`config.mk`:
```
export PLATFORM = sky130hd
export DESIGN_NAME = arithAddSub
export DESIGN_NICKNAME = d
export VERILOG_FILES = /design/src/rtl/arith_pkg.sv /design/src/rtl/arithCtrl.sv /design/src/rtl/arithChunkAdder.sv /design/src/rtl/arithDatapath.sv /design/src/rtl/arithAddSub.sv
export SDC_FILE = /design/constraint.sdc
export NUM_CORES = 1
export LEC_CHECK = 0
export BUFFER_PORTS_ARGS = -buffer_cell sky130_fd_sc_hd__buf_2
export CAP_MARGIN = 40
export CORE_AREA = 2 2 119 121
export DETAILED_ROUTE_END_ITERATION = 8
export DIE_AREA = 0 0 121 123
export GPL_TIMING_DRIVEN = 0
export PLACE_DENSITY = 0.68
export SLEW_MARGIN = 20
export SYNTH_ARGS = -nofsm -noshare
export SYNTH_HDL_FRONTEND = slang
export SYNTH_HIERARCHICAL = 1
export SYNTH_SLANG_ARGS = --single-unit
```
`constraint.sdc`:
```
create_clock -name vclk -period 9.5
set_clock_uncertainty 0.1 [all_clocks]
set_input_delay 0 -clock vclk [all_inputs]
set_output_delay 0 -clock vclk [all_outputs]
set_load 0.02 [all_outputs]
```
`src/rtl/arith_pkg.sv`:
```
package arith_pkg;

  typedef enum logic [1:0] {
    B_FROM_REG = 2'd0,
    B_ZERO     = 2'd1,
    B_ONES     = 2'd2,
    B_RSVD     = 2'd3
  } bSrc_e;

  typedef enum logic [1:0] {
    C_ZERO = 2'd0,
    C_ONE  = 2'd1,
    C_FLAG = 2'd2,
    C_RSVD = 2'd3
  } cSrc_e;

  // Strobes from the control decode into the datapath
  typedef struct packed {
    logic invA;
    logic bUseReg;
    logic bUseOnes;
    logic cinOne;
    logic cinFlag;
    logic carryWe;
  } addStrobes_t;

endpackage

```
`src/rtl/arithCtrl.sv`:
```
module arithCtrl
  import arith_pkg::*;
(
  input  logic        invertA,
  input  logic [1:0]  bSel,
  input  logic [1:0]  cSel,
  input  logic        recordCarry,
  output addStrobes_t strobes
);

  bSrc_e bSrc;
  cSrc_e cSrc;

  always_comb begin
    bSrc = bSrc_e'(bSel);
    cSrc = cSrc_e'(cSel);
    strobes = '0;
    strobes.invA    = invertA;
    strobes.carryWe = recordCarry;
    unique case (bSrc)
      B_FROM_REG: strobes.bUseReg  = 1'b1;
      B_ONES:     strobes.bUseOnes = 1'b1;
      default:    ;
    endcase
    unique case (cSrc)
      C_ONE:   strobes.cinOne  = 1'b1;
      C_FLAG:  strobes.cinFlag = 1'b1;
      default: ;
    endcase
  end

endmodule

```
`src/rtl/arithChunkAdder.sv`:
```
module arithChunkAdder #(
  parameter int CHUNK = 16
) (
  input  logic [CHUNK-1:0] aIn,
  input  logic [CHUNK-1:0] bIn,
  input  logic             cIn,
  output logic [CHUNK-1:0] sOut,
  output logic             cOut
);

  logic [CHUNK:0] wide;

  always_comb begin
    wide = {1'b0, aIn} + {1'b0, bIn} + {{CHUNK{1'b0}}, cIn};
    sOut = wide[CHUNK-1:0];
    cOut = wide[CHUNK];
  end

endmodule

```
`src/rtl/arithDatapath.sv`:
```
module arithDatapath
  import arith_pkg::*;
#(
  parameter int WIDTH = 64,
  parameter int CHUNK = 16
) (
  input  logic [WIDTH-1:0] opA,
  input  logic [WIDTH-1:0] opB,
  input  logic             carryFlag,
  input  addStrobes_t      strobes,
  output logic [WIDTH-1:0] sum,
  output logic             carryOut
);

  localparam int NCHUNK = WIDTH / CHUNK;

  logic [WIDTH-1:0] aVal;
  logic [WIDTH-1:0] bVal;
  logic             cin;
  logic [NCHUNK:0]  chain;

  always_comb begin
    aVal = strobes.invA ? ~opA : opA;
    if (strobes.bUseReg)       bVal = opB;
    else if (strobes.bUseOnes) bVal = '1;
    else                       bVal = '0;
    cin = strobes.cinOne | (strobes.cinFlag & carryFlag);
  end

  assign chain[0] = cin;

  for (genvar g = 0; g < NCHUNK; g++) begin : gChunk
    arithChunkAdder #(.CHUNK(CHUNK)) i_chunk (
      .aIn  (aVal[g*CHUNK +: CHUNK]),
      .bIn  (bVal[g*CHUNK +: CHUNK]),
      .cIn  (chain[g]),
      .sOut (sum[g*CHUNK +: CHUNK]),
      .cOut (chain[g+1])
    );
  end

  assign carryOut = chain[NCHUNK];

endmodule

```
`src/rtl/arithAddSub.sv`:
```
module arithAddSub
  import arith_pkg::*;
#(
  parameter int WIDTH = 64,
  parameter int CHUNK = 16
) (
  input  logic [WIDTH-1:0] opA,
  input  logic [WIDTH-1:0] opB,
  input  logic             invertA,
  input  logic [1:0]       bSel,
  input  logic [1:0]       cSel,
  input  logic             carryFlag,
  input  logic             recordCarry,
  output logic [WIDTH-1:0] sum,
  output logic             carryOut,
  output logic             carryWe
);

  addStrobes_t strobes;

  arithCtrl i_ctrl (
    .invertA     (invertA),
    .bSel        (bSel),
    .cSel        (cSel),
    .recordCarry (recordCarry),
    .strobes     (strobes)
  );

  arithDatapath #(.WIDTH(WIDTH), .CHUNK(CHUNK)) i_dp (
    .opA       (opA),
    .opB       (opB),
    .carryFlag (carryFlag),
    .strobes   (strobes),
    .sum       (sum),
    .carryOut  (carryOut)
  );

  assign carryWe = strobes.carryWe;

endmodule

```
==> results_tabular.tex <==
\begin{tabular}{lr}
\hline
Metric & Value \\
\hline
\multicolumn{2}{l}{\textbf{STA}} \\
\quad Least-Margin Pin Slew & 0.540 ns \\
\quad Max Freq & 111 MHz \\
\quad Count of final setup violators & 0 \\
\quad Worst setup slack after layout & 0.518 ns \\
\quad Worst-case headroom to the max-slew limit & 0.638 \\
\quad Shortest clock period the worst path allows after layout & 8.98 ns \\
\quad Total negative setup slack & 0 ns \\
\quad Final count of pins violating max slew & 0 \\
\quad Hold Violations, Final & 0 \\
\quad Setup repair after global routing missed its margin & no \\
\quad Crit share post-route & 0.945 \\
\multicolumn{2}{l}{\textbf{Power}} \\
\quad Leakage power figure & 3.07 nW \\
\quad Seq pwr share & 0 \\
\quad Switching share of power & 0.583 \\
\quad Share of power burned in combinational logic & 1.000 \\
\quad PwrDens & 116 mW/mm2 \\
\quad Switching power total & 0.408 mW \\
\quad Peak ir drop on the vdd network & 56.1 uV \\
\quad Clk network pwr share & 0 \\
\quad Internal power contribution & 0.292 mW \\
\multicolumn{2}{l}{\textbf{Cells and area}} \\
\quad Share of post-route cells with drive strength above 1 & 0.459 \\
\quad Clock buf count & 0 \\
\quad Seq. cell area & 0 um2 \\
\quad Count of sequential standard cells & 0 \\
\quad Nets & 931 \\
\quad Area growth syn-to-layout & 26.1\% \\
\multicolumn{2}{l}{\textbf{Synthesis}} \\
\quad Number of standard cells after synthesis & 525 \\
\quad Xor and xnor area share after synthesis & 0.217 \\
\quad Library cell occupying the most area in the post-synthesis netlist & mux2\_4 \\
\quad Simple-gate area share of the yosys netlist & 0.0853 \\
\quad Sequential share of the synthesized area & 0 \\
\quad Top cells by area, synth & mux2\_4 19\%, xor2\_1 16\%, ha\_1 16\% \\
\quad Cell variety after synth & 49 \\
\quad Post-synth top area share & 0.189 \\
\quad Most common library cells after synthesis & 86 x xor2\_1, 60 x ha\_1, 60 x mux2\_4 \\
\quad Dominant combinational cell family by area after synthesis & compound AO/OA/AOI/OAI gates \\
\quad Mean Syn Cell Area & 9.08 um2 \\
\quad Synthesized-area fraction occupied by adder cells & 0.191 \\
\quad Synth warn & 6 \\
\quad Net count after synthesis & 728 \\
\quad Count leader, synth & xor2\_1 \\
\quad Post-synthesis compound-gate area fraction & 0.239 \\
\quad Mux cell area share after synthesis & 0.198 \\
\quad Post-synthesis cell area & 0.00477 mm2 \\
\multicolumn{2}{l}{\textbf{Floorplan}} \\
\quad Core box area & 0.0136 mm2 \\
\quad Die boundary width & 121 um \\
\quad Vertical die dimension & 123 um \\
\quad Effective utilization at floorplan & 0.350 \\
\quad Number of ports placed on the die boundary & 201 \\
\quad Cell Rows & 43 \\
\quad Die Outline Area & 0.0149 mm2 \\
\multicolumn{2}{l}{\textbf{Detailed routing}} \\
\quad Residual DRC count & 0 \\
\quad Post-route ant nets & 0 \\
\quad Number of search-and-repair iterations in the first detailed-routing pass & 4 \\
\quad Total routed wirelength & 12500 um \\
\quad Number of DRC markers after the initial detailed-route iteration & 151 \\
\quad Vias post-DR & 4525 \\
\quad Post-detailed-route wirelength per cell & 13.7 um \\
\quad Post-detailed-route via-to-cell ratio & 4.98 \\
\multicolumn{2}{l}{\textbf{Critical path}} \\
\quad Critical-path cell with the highest stage delay & fa\_1 \\
\quad Cell type with the highest occurrence count on the critical path & fa\_1 \\
\quad Endpoint class of the critical path & output port \\
\quad Setup Crit Path Kind & input pin to output port \\
\quad Data arrival at the endpoint of the critical path & 8.88 ns \\
\quad Setup crit start kind & input pin \\
\quad Peak per-stage delay on the critical path & 0.45 ns \\
\quad Largest fanout on the critical path & 4 \\
\quad Data required time of the worst path & 9.40 ns \\
\multicolumn{2}{l}{\textbf{Placed design}} \\
\quad Dpl hpwl & 10600 um \\
\quad PortBufs & 199 \\
\quad Final GP Congestion & 0.859 \\
\quad Setup slack after placement & 0.353 ns \\
\multicolumn{2}{l}{\textbf{Global route}} \\
\quad GR Layer Usage met1 & 0.200 \\
\quad First-pass GRT wire length & 19200 um \\
\quad Overflow left after global routing & 0 \\
\quad Initial antenna violation count & 2 \\
\quad Met3 demand-to-capacity share in global routing & 0.0129 \\
\quad GRT met2 Usage & 0.287 \\
\quad Gr busiest metal & met2 \\
\quad Number of global-route vias before repair & 4218 \\
\quad GRT Overall Usage & 0.153 \\
\quad Pin count of the biggest net entering global routing & 11 \\
\multicolumn{2}{l}{\textbf{Outcome}} \\
\quad Outcome & completed \\
\multicolumn{2}{l}{\textbf{Min path}} \\
\quad Worst hold path class & input pin to output port \\
\multicolumn{2}{l}{\textbf{Run}} \\
\quad Max-cap violations & 0 \\
\multicolumn{2}{l}{\textbf{CTS}} \\
\quad Hold buffer count at cts & 0 \\
\hline
\end{tabular}
## cell type report
cell class	instances	area (um2)
Fill cell	1355	7600
Tap cell	180	225
Buffer	24	267
Inverter	15	56.3
Timing Repair Buffer	202	1020
Multi-Input combinational cell	485	4440
Antenna cell	2	5.00
## worst max-delay path: cells and delay by family
kind	cells	cell delay, ns
AOI/OAI and AO/OA	22	4.50
and+or+nand+nor	2	0.26
muxes	1	0.34
adders and majority gates	8	3.39
buffers and inverters	3	0.39
## per-layer routing
layer / part of all wire / up-vias / wire length, um
met5: 0 / - / 0
met4: 0.0076 / 0 / 95
met3: 0.054 / 6 / 668
met2: 0.49 / 134 / 6110
met1: 0.45 / 2058 / 5590
li1: - / 2327 / -
## worst paths after layout
path                         from       end  slack [ns]  cells past startpoint
worst max-delay path      bSel[1]  carryOut        0.52                     36
worst min-delay path  recordCarry   carryWe        0.12                      2
## timing repair
item                                   CTS  global route
endpoints found under the hold margin    0             0
setup endpoints to repair                0             2
buffers inserted                         0             3
resized for setup                        0             1
## kinds of logic (layout without fill, tap and decap cells)
logic type | after synthesis | in the layout
compound gates | 155 | 155
xor+xnor | 118 | 118
simple gates | 80 | 80
fa+ha+maj | 68 | 68
mux | 64 | 64
buf+inv | 40 | 241
other cells | 0 | 2
## power groups by stage
| stage | clock network (mW) | logic, mW | registers (mW) |
|---|---|---|---|
| 2_1_floorplan | 0 | 0.513 | 0 |
| 3_3_place_gp | 0 | 0.696 | 0 |
| 3_5_place_dp | 0 | 0.700 | 0 |
| 4_1_cts | 0 | 0.703 | 0 |
| 5_1_grt | 0 | 0.762 | 0 |
| 6_report | 0.0000000281 | 0.700 | 0 |
## placed cells by master (no fill, tap or decap), drive strengths merged, types with 3 or more instances in the layout
cell | netlist | final
a211oi | 4 | 4
o2bb2ai | 3 | 3
xor2 | 86 | 86
and4 | 3 | 3
nor2 | 15 | 15
o221ai | 5 | 5
buf | 24 | 226
a31oi | 4 | 4
or2 | 3 | 3
a21o | 18 | 18
o21ai | 28 | 28
fa | 8 | 8
nand4 | 4 | 4
a221o | 3 | 3
nand3 | 13 | 13
mux2 | 64 | 64
a21oi | 54 | 54
inv | 15 | 15
a211o | 3 | 3
a2111oi | 3 | 3
nand2 | 21 | 21
o21a | 6 | 6
nand2b | 7 | 7
xnor2 | 32 | 32
and3 | 5 | 5
o21bai | 12 | 12
nor2b | 6 | 6
ha | 60 | 60
o31ai | 7 | 7
## metrics by stage
| step | instance area [um2] | total power, mW | cells | hold WS [ns] | util |
|---|---|---|---|---|---|
| 2_1_floorplan | 4770 | 0.513 | 525 | 0.0126 | - |
| 3_3_place_gp | 5990 | 0.696 | 904 | 0.118 | 0.440 |
| 3_5_place_dp | 5990 | 0.700 | 904 | 0.120 | 0.440 |
| 4_1_cts | 5990 | 0.703 | 904 | 0.120 | 0.440 |
| 5_1_grt | 6010 | 0.762 | 906 | 0.124 | 0.441 |
| 6_report | 6010 | 0.700 | 908 | 0.118 | 0.442 |
No activity file was read; power rests on OpenSTA's default activity.
